--- src/rtl/sbs_pkg.sv ---
package sbs_pkg;

    // Framer states: waiting for a start bit, or collecting payload bits.
    typedef enum logic [0:0] {
        SEQ_HUNT    = 1'b0,
        SEQ_PAYLOAD = 1'b1
    } seq_state_e;

    // Payload width: one value bit plus the address bits.
    function automatic int payload_width(input int addr_w);
        return addr_w + 1;
    endfunction

endpackage

--- src/rtl/sbs_framer.sv ---
module sbs_framer
    import sbs_pkg::*;
#(
    parameter int ADDR_W = 3
) (
    input  logic              clk,
    input  logic              rst,
    input  logic              bit_valid,
    input  logic              bit_in,
    output logic              cmd_stb,
    output logic              cmd_val,
    output logic [ADDR_W-1:0] cmd_addr
);

    localparam int PAY_W = payload_width(ADDR_W);
    localparam int CNT_W = (PAY_W > 1) ? $clog2(PAY_W) : 1;
    localparam logic [CNT_W-1:0] LAST_IDX = CNT_W'(PAY_W - 1);

    seq_state_e        state_q, state_d;
    logic [CNT_W-1:0]  cnt_q;
    logic [PAY_W-1:0]  shift_q;
    logic [PAY_W-1:0]  shift_next;
    logic              take_start;
    logic              take_last;
    logic              stb_q;
    logic              val_q;
    logic [ADDR_W-1:0] addr_q;

    // The value bit arrives first, so it ends up in the MSB after the last shift.
    assign shift_next = {shift_q[PAY_W-2:0], bit_in};
    assign take_start = (state_q == SEQ_HUNT) && bit_valid && bit_in;
    assign take_last  = (state_q == SEQ_PAYLOAD) && bit_valid && (cnt_q == LAST_IDX);

    // State register
    always_ff @(posedge clk) begin
        if (rst) begin
            state_q <= SEQ_HUNT;
        end else begin
            state_q <= state_d;
        end
    end

    // Next state
    always_comb begin
        state_d = state_q;
        unique case (state_q)
            SEQ_HUNT: begin
                if (take_start) state_d = SEQ_PAYLOAD;
            end
            SEQ_PAYLOAD: begin
                if (take_last) state_d = SEQ_HUNT;
            end
            default: state_d = SEQ_HUNT;
        endcase
    end

    // Payload collection and command outputs
    always_ff @(posedge clk) begin
        if (rst) begin
            cnt_q   <= '0;
            shift_q <= '0;
            stb_q   <= 1'b0;
            val_q   <= 1'b0;
            addr_q  <= '0;
        end else begin
            stb_q <= take_last;
            unique case (state_q)
                SEQ_HUNT: begin
                    cnt_q <= '0;
                end
                SEQ_PAYLOAD: begin
                    if (bit_valid) begin
                        shift_q <= shift_next;
                        cnt_q   <= take_last ? '0 : cnt_q + 1'b1;
                    end
                end
                default: cnt_q <= '0;
            endcase
            if (take_last) begin
                val_q  <= shift_next[PAY_W-1];
                addr_q <= shift_next[ADDR_W-1:0];
            end
        end
    end

    assign cmd_stb  = stb_q;
    assign cmd_val  = val_q;
    assign cmd_addr = addr_q;

endmodule

--- src/rtl/sbs_decoder.sv ---
module sbs_decoder #(
    parameter int NUM_OUTS = 8,
    parameter int ADDR_W   = 3
) (
    input  logic                cmd_stb,
    input  logic                cmd_val,
    input  logic [ADDR_W-1:0]   cmd_addr,
    output logic [NUM_OUTS-1:0] wr_en,
    output logic                wr_val
);

    // One write enable per output line.
    for (genvar gi = 0; gi < NUM_OUTS; gi++) begin : g_sel
        assign wr_en[gi] = cmd_stb && (cmd_addr == ADDR_W'(gi));
    end

    assign wr_val = cmd_val;

endmodule

--- src/rtl/sbs_outreg.sv ---
module sbs_outreg #(
    parameter int NUM_OUTS = 8
) (
    input  logic                clk,
    input  logic                rst,
    input  logic [NUM_OUTS-1:0] wr_en,
    input  logic                wr_val,
    output logic [NUM_OUTS-1:0] q
);

    // One flop per line; a line reloads only when its own enable is high.
    for (genvar gi = 0; gi < NUM_OUTS; gi++) begin : g_bit
        always_ff @(posedge clk) begin
            if (rst) begin
                q[gi] <= 1'b0;
            end else if (wr_en[gi]) begin
                q[gi] <= wr_val;
            end
        end
    end

endmodule

--- src/rtl/sbs_cmd_sequencer.sv ---
module sbs_cmd_sequencer #(
    parameter int NUM_OUTS = 8
) (
    input  logic                clk,
    input  logic                rst,
    input  logic                bit_valid,
    input  logic                bit_in,
    output logic [NUM_OUTS-1:0] ctl_out
);

    localparam int ADDR_W = (NUM_OUTS > 1) ? $clog2(NUM_OUTS) : 1;

    logic                cmd_stb;
    logic                cmd_val;
    logic [ADDR_W-1:0]   cmd_addr;
    logic [NUM_OUTS-1:0] wr_en;
    logic                wr_val;

    sbs_framer #(.ADDR_W(ADDR_W)) u_framer (
        .clk      (clk),
        .rst      (rst),
        .bit_valid(bit_valid),
        .bit_in   (bit_in),
        .cmd_stb  (cmd_stb),
        .cmd_val  (cmd_val),
        .cmd_addr (cmd_addr)
    );

    sbs_decoder #(.NUM_OUTS(NUM_OUTS), .ADDR_W(ADDR_W)) u_decoder (
        .cmd_stb (cmd_stb),
        .cmd_val (cmd_val),
        .cmd_addr(cmd_addr),
        .wr_en   (wr_en),
        .wr_val  (wr_val)
    );

    sbs_outreg #(.NUM_OUTS(NUM_OUTS)) u_outreg (
        .clk   (clk),
        .rst   (rst),
        .wr_en (wr_en),
        .wr_val(wr_val),
        .q     (ctl_out)
    );

endmodule

--- config.mk ---
export PLATFORM = sky130hd
export DESIGN_NAME = sbs_cmd_sequencer
export DESIGN_NICKNAME = d
export VERILOG_FILES = /design/src/rtl/sbs_pkg.sv /design/src/rtl/sbs_framer.sv /design/src/rtl/sbs_decoder.sv /design/src/rtl/sbs_outreg.sv /design/src/rtl/sbs_cmd_sequencer.sv
export SDC_FILE = /design/constraint.sdc
export NUM_CORES = 1
export LEC_CHECK = 0
export ABC_AREA = 1
export BUFFER_PORTS_ARGS = -buffer_cell sky130_fd_sc_hd__buf_2
export CAP_MARGIN = 15
export CORE_UTILIZATION = 47
export CTS_CLUSTER_DIAMETER = 60
export CTS_CLUSTER_SIZE = 10
export DETAILED_ROUTE_END_ITERATION = 6
export HOLD_SLACK_MARGIN = 0.12
export PLACE_DENSITY = 0.72
export SETUP_SLACK_MARGIN = 0.05
export SYNTH_ARGS = -nofsm -noshare
export SYNTH_HDL_FRONTEND = slang
export SYNTH_SLANG_ARGS = --single-unit
export TNS_END_PERCENT = 30
--- constraint.sdc ---
create_clock -name clk -period 0.94 [get_ports clk]
set_input_delay 0.047 -clock clk [delete_from_list [all_inputs] [get_ports clk]]
set_output_delay 0.047 -clock clk [all_outputs]
set_load 0.005 [all_outputs]
==> results.yml, run 1 <==
global_route:
  antenna_found_initial: 0
  grt_pass1_wl_mm: 2.19
  grt_start_max_net_pins: 13
  overflow: 0
  grt_usage_pct: 16.5
  grt_pass1_vias: 564
critical_path:
  startpoint: "u_framer.cmd_addr[1]"
  required_ns: 1.15
  worst_r2r_startpoint: "u_framer.cmd_addr[1]"
  cp_max_fo: 5
  critPathCaptureType: "register"
  critPathKind: "register to register"
  crit_path_start_kind: "register"
  crit_arrival_ns: 1.13
sta:
  fin_skew_ns: 0.00174
  worst_slew_pin_slew_ns: 0.285
  setup_ws_ns: 0.0150
  drv_slew: 0
  min_period_ns: 0.925
  hold_violations: 0
  setup_violations: 0
  clock.fmax_ghz: 1.08
  relSlewSlack_pct: 80.9
  rsz0062_at_grt: "true"
  post-route-period-util_pct: 98.4
  whs_ns: 0.0558
drt:
  wl_per_cell_um: 10.2
  wl_mm: 1.40
  vias: 675
  drtIter0Drc: 7
  drc: 0
  antenna_left: 0
  viasPerCell: 4.93
  drtPass1Iterations: 4
cts:
  cts_tree: "done"
  cts_buffers: 3
  htree_num_levels: 1
  ctsRootBufferMaster: "clkbuf_4"
  clk_latency_ns: 0.30
  clock_path_buffers: 2
  cts.sinks: 19
  clk_pin_slew_ns: 0.10
yosys:
  synth_area_um2: 759
  synth_fp_nets: 107
  ys_seq_area_share_pct: 50.1
  synth_edf_count: 0
  yosysTopAreaCellShare_pct: 50.1
  syn_inst: 102
  yosys_warnings: 0
  synth.avg_cell_area_um2: 7.45
  netlist_top_cells_area: "dfxtp_1 50%, nand2_1 9.4%, a21oi_1 8.6%"
  yosys_most_used_dff: "dfxtp_1"
  synthTopCellsByCount: "19 x dfxtp_1, 19 x nand2_1, 16 x nor2_1"
  synth_top_area_cell: "dfxtp_1"
  synthArstFlopShare_pct: 0
  synth_seq_cells: 19
  ys_types: 13
pwr:
  power.total_w: 0.00131
  irDropWorstVdd_v: 0.00106
  powerDensity_nw_per_um2: 1380
  leakage_nw: 0.412
worst_hold_path:
  hold_class: "input pin to register"
  hp-start: "bit_valid"
layout:
  final_cell_area_um2: 951
  syn_to_final_growth_pct: 25.2
  antenna_cells: 0
  nets: 127
  drive_gt1_share_pct: 29.8
  fin_util_pct: 63.1
die:
  rows: 14
  core_area_um2: 1510
  ios: 12
  dieArea_um2: 1780
  chipHeight_um: 42.2
  die_w_um: 42.2
  start_util_pct: 50.4
place:
  gp_congestion: 0.758
  io_buffer_count: 11
  pre_cts_ws_ns: -0.0237
  dpl-instance-area_um2: 842
  dp_hpwl_um: 917
status:
  outcome: "finished, final reports clean"
flow_run:
  maxCapViolations: 0
==> what timing repair did <==
item | CTS | global route
setup buffers | 0 | 0
endpoints found under the hold margin | 8 | 6
endpoints found under the setup margin | 12 | 13
hold buffers | 2 | 1
pin swaps | 1 | 5
resized for setup | 10 | 12
==> report_power, final <==
part	leakage (nW)	total [W]	internal, W	switching [W]
sequential	0.157	0.000821	0.000814	0.00000738
clock	0.0150	0.000416	0.000165	0.000251
combinational	0.239	0.0000746	0.0000335	0.0000411
==> worst max-delay path: stages (launching register included) <==
cell,delay [ns]
dfxtp_4,0.38
nor2_1,0.24
nand3_1,0.11
nand2_1,0.07
nor2_1,0.03
==> path summary, 6_finish.rpt <==
path	to	slack, ns	cells past startpoint
setup / recovery	u_outreg.q[4]	0.02	4
hold / removal	u_framer.cnt_q[0]	0.06	4
setup reg to reg	u_outreg.q[4]	0.02	4
hold reg to reg	u_framer.shift_q[2]	0.46	2
==> final cells by class <==
cell class	count	area (µm²)
fill	152	556
sequential	19	392
multi-input combinational	69	362
timing repair buffer	16	100
inverter	13	51.3
clock buffer	4	26.3
tap	16	20.0
==> stage by stage <==
step / instances / setup TNS, ns
after floorplan: 102 / 0
after global routing: 137 / -0.0568
after global placement: 130 / 0
after CTS: 136 / 0
after detailed placement: 130 / -0.0431
final: 137 / 0
==> routing by layer <==
metal	part of all wire [%]	GRT usage [%]	wire, µm	vias up
met5	0	0	0	-
met4	2.0	9.38	28	0
met3	3.4	5.17	47	4
met2	50	28.6	706	14
met1	44	17.5	619	289
li1	-	-	-	368
==> layout by cell type, fill, tap and decap left out, types with 5 or more instances in the layout <==
| cell type | instances |
|---|---|
| a21oi_1 | 13 |
| o21ai_0 | 5 |
| nor2_1 | 14 |
| inv_1 | 9 |
| nand3_1 | 9 |
| dfxtp_1 | 12 |
| dfxtp_2 | 6 |
| nand2_1 | 18 |
| buf_2 | 11 |
==> state kept, by name, summed over array words and instances, names as in the netlist <==
signal / count
u_framer.cmd_addr: 3
u_framer.shift_q: 3
u_framer.state_q: 1
u_framer.cmd_val: 1
u_framer.cnt_q: 2
u_outreg.q: 8
u_framer.cmd_stb: 1
==> logic make-up after synthesis <==
kind of cell             after synthesis  share of synthesized area (%)
AND/OR/NAND/NOR                       49                           28.2
AO/OA/AOI/OAI                         19                           12.5
flip-flops                            19                           50.1
buffers and inverters                 14                           7.58
adder cells (fa/ha/maj)                1                           1.65
(Power assumes the default switching activity.)
==> inputs of run 2 (changes only) <==
--- a/config.mk
+++ b/config.mk
@@ -8,5 +8,6 @@
 export ABC_AREA = 1
+export ABC_CLOCK_PERIOD_IN_PS = 1050
 export BUFFER_PORTS_ARGS = -buffer_cell sky130_fd_sc_hd__buf_2
 export CAP_MARGIN = 15
-export CORE_UTILIZATION = 47
+export CORE_UTILIZATION = 52
 export CTS_CLUSTER_DIAMETER = 60
@@ -15,3 +16,3 @@
 export HOLD_SLACK_MARGIN = 0.12
-export PLACE_DENSITY = 0.72
+export PLACE_DENSITY = 0.75
 export SETUP_SLACK_MARGIN = 0.05
==> constraint.sdc (replaced) <==
create_clock -name clk -period 1.05 [get_ports clk]
set_input_delay 0.21 -clock clk [delete_from_list [all_inputs] [get_ports clk]]
set_output_delay 0.21 -clock clk [all_outputs]
set_load 0.005 [all_outputs]
==> run 2 against run 1 <==
Critical path type unchanged. Critical path depth is 1 higher. Utilization increased by 3.4 points. Final cell count fell by 2.2%. Die area is 9.2% lower. Sequential share of layout area grew 2.0 points. Highest routed layer unchanged. Register-to-register slack improved by 0.05 ns. Clock skew barely moved. Sequential cell count did not move. First-iteration DRC count grew 110%. Critical endpoint is now u_outreg.q[2]. Sequential power down 10%.
==> results.yml, run 2 (same netlist as run 1, synthesis figures left out) <==
critical_path:
  crit_path_start_kind: "register"
  crit_buf_inv: 1
  path_delay_family: "flip-flops"
  worst_r2r_startpoint: "u_framer.cmd_addr[1]"
  crit_arrival_ns: 1.18
  rr_endpoint: "u_outreg.q[2]"
  cpMaxStageDelayCell: "dfxtp_1"
  critPathKind: "register to register"
  r2r_setup_slack_ns: 0.07
  startpoint: "u_framer.cmd_addr[1]"
  critPathCaptureType: "register"
  cp_max_fo: 5
  path_cells: "inv_1 > nor2_1 > nand3_1 > nand2_1 > nor2_1"
  cp_common_cell: "nor2_1"
  max_stage_delay_ns: 0.42
  required_ns: 1.24
  reg2regPathDepth: 5
  cp.depth: 5
  crit_end: "u_outreg.q[2]"
die:
  core_area_um2: 1330
  die_w_um: 40.2
  start_util_pct: 56.9
  ios: 12
  dieArea_um2: 1620
  chipHeight_um: 40.2
  rows: 13
flow_run:
  maxCapViolations: 0
global_route:
  grt_pass1_vias: 490
  grt_pass1_wl_mm: 1.86
  grt_usage_pct: 17.2
  antenna_found_initial: 0
  overflow: 0
  grt_start_max_net_pins: 11
cts:
  clk_pin_slew_ns: 0.10
  clock_path_buffers: 2
  ctsRootBufferMaster: "clkbuf_4"
  cts.sinks: 19
  cts_buffers: 3
  cts_tree: "done"
  clk_latency_ns: 0.29
  htree_num_levels: 1
layout:
  multi_input_area_um2: 329
  regMostFlops: "u_outreg.q"
  drive_gt1_share_pct: 21.0
  syn_to_final_growth_pct: 16.8
  final_common_cell: "nand2_1"
  final_cell_area_um2: 887
  antenna_cells: 0
  nets: 125
  layout_common_cells: "18 x nand2_1, 17 x dfxtp_1, 15 x nor2_1, 13 x a21oi_1, 12 x inv_1"
  ff_latch_area_um2: 383
  n_fill_cell: 115
  largest_reg_flops: 8
worst_hold_path:
  hold_depth: 3
  hold_class: "input pin to register"
  hp-start: "bit_in"
pwr:
  swShare_pct: 21.3
  powerDensity_nw_per_um2: 1290
  intPower_w: 0.000903
  leakage_nw: 0.399
  irDropWorstVdd_v: 0.000792
  p_clk_share_pct: 30.6
  share_comb_of_total_power_pct: 5.2
  p_sw_w: 0.000245
  pwr-share-seq_pct: 64.1
drt:
  drtPass1Iterations: 4
  antenna_left: 0
  wl_mm: 1.24
  drtIter0Drc: 15
  viasPerCell: 4.93
  drc: 0
  wl_per_cell_um: 9.22
  vias: 660
sta:
  tns_ns: 0
  relSlewSlack_pct: 82.8
  rsz0062_at_grt: "true"
  hold_violations: 0
  setup_violations: 0
  drv_slew: 0
  worst_slew_pin_slew_ns: 0.258
  post-route-period-util_pct: 93.7
  fin_skew_ns: 0.00142
  whs_ns: 0.149
  min_period_ns: 0.984
  clock.fmax_ghz: 1.02
status:
  outcome: "finished, final reports clean"
place:
  dpl-instance-area_um2: 841
  gp_congestion: 0.705
  dp_hpwl_um: 914
  io_buffer_count: 11
-- run 2: stage by stage --
step	setup WS [ns]	util (%)	cells	total power, W
2_1_floorplan	0.167	-	102	0.000788
6_report	0.0658	66.5	134	0.00115
5_1_grt	0.0185	66.5	134	0.00120
3_5_place_dp	0.0697	63.0	129	0.000808
3_3_place_gp	0.0846	63.0	129	0.000806
4_1_cts	0.0624	65.9	134	0.00116
-- run 2: worst min path at each step --
stage	slack (ns)	end
after floorplan	0.28	u_framer.cnt_q[0]
after global placement	0.40	u_framer.cnt_q[0]
after detailed placement	0.40	u_framer.cnt_q[0]
after CTS	0.13	u_framer.cmd_addr[0]
after global routing	0.14	u_framer.cmd_addr[0]
final	0.15	u_framer.cmd_addr[0]
-- run 2: worst register-to-register path: stages (launching register included) --
cell	delay (ns)
dfxtp_1	0.42
inv_1	0.05
nor2_1	0.21
nand3_1	0.10
nand2_1	0.07
nor2_1	0.03
-- run 2: final cells by class --
cell class | count | share of cell area [%]
clock buffer | 4 | 2.96
timing repair buffer | 14 | 9.03
multi-input combinational | 69 | 37.1
inverter | 13 | 5.64
sequential | 19 | 43.2
tap | 15 | 2.12
-- run 2: power groups by stage --
stage,clock network [W],registers [W],logic (W)
2_1_floorplan,0,0.000751,0.0000372
3_3_place_gp,0,0.000752,0.0000544
3_5_place_dp,0,0.000752,0.0000558
4_1_cts,0.000367,0.000736,0.0000588
5_1_grt,0.000390,0.000737,0.0000680
6_report,0.000352,0.000736,0.0000599
-- run 2: what timing repair did --
action | CTS | global route
hold buffers | 1 | 0
endpoints found under the hold margin | 2 | 0
pin swaps | 0 | 0
gates resized for setup | 1 | 5
setup endpoints to repair | 1 | 12
setup buffers | 0 | 0
-- run 2: metal layers --
metal | vias to the layer above | track usage (%) | routed length [µm]
li1 | 363 | - | -
met1 | 282 | 19.5 | 583
met2 | 13 | 31.0 | 597
met3 | 2 | 3.33 | 37
met4 | 0 | 7.50 | 19
met5 | - | 0 | 0
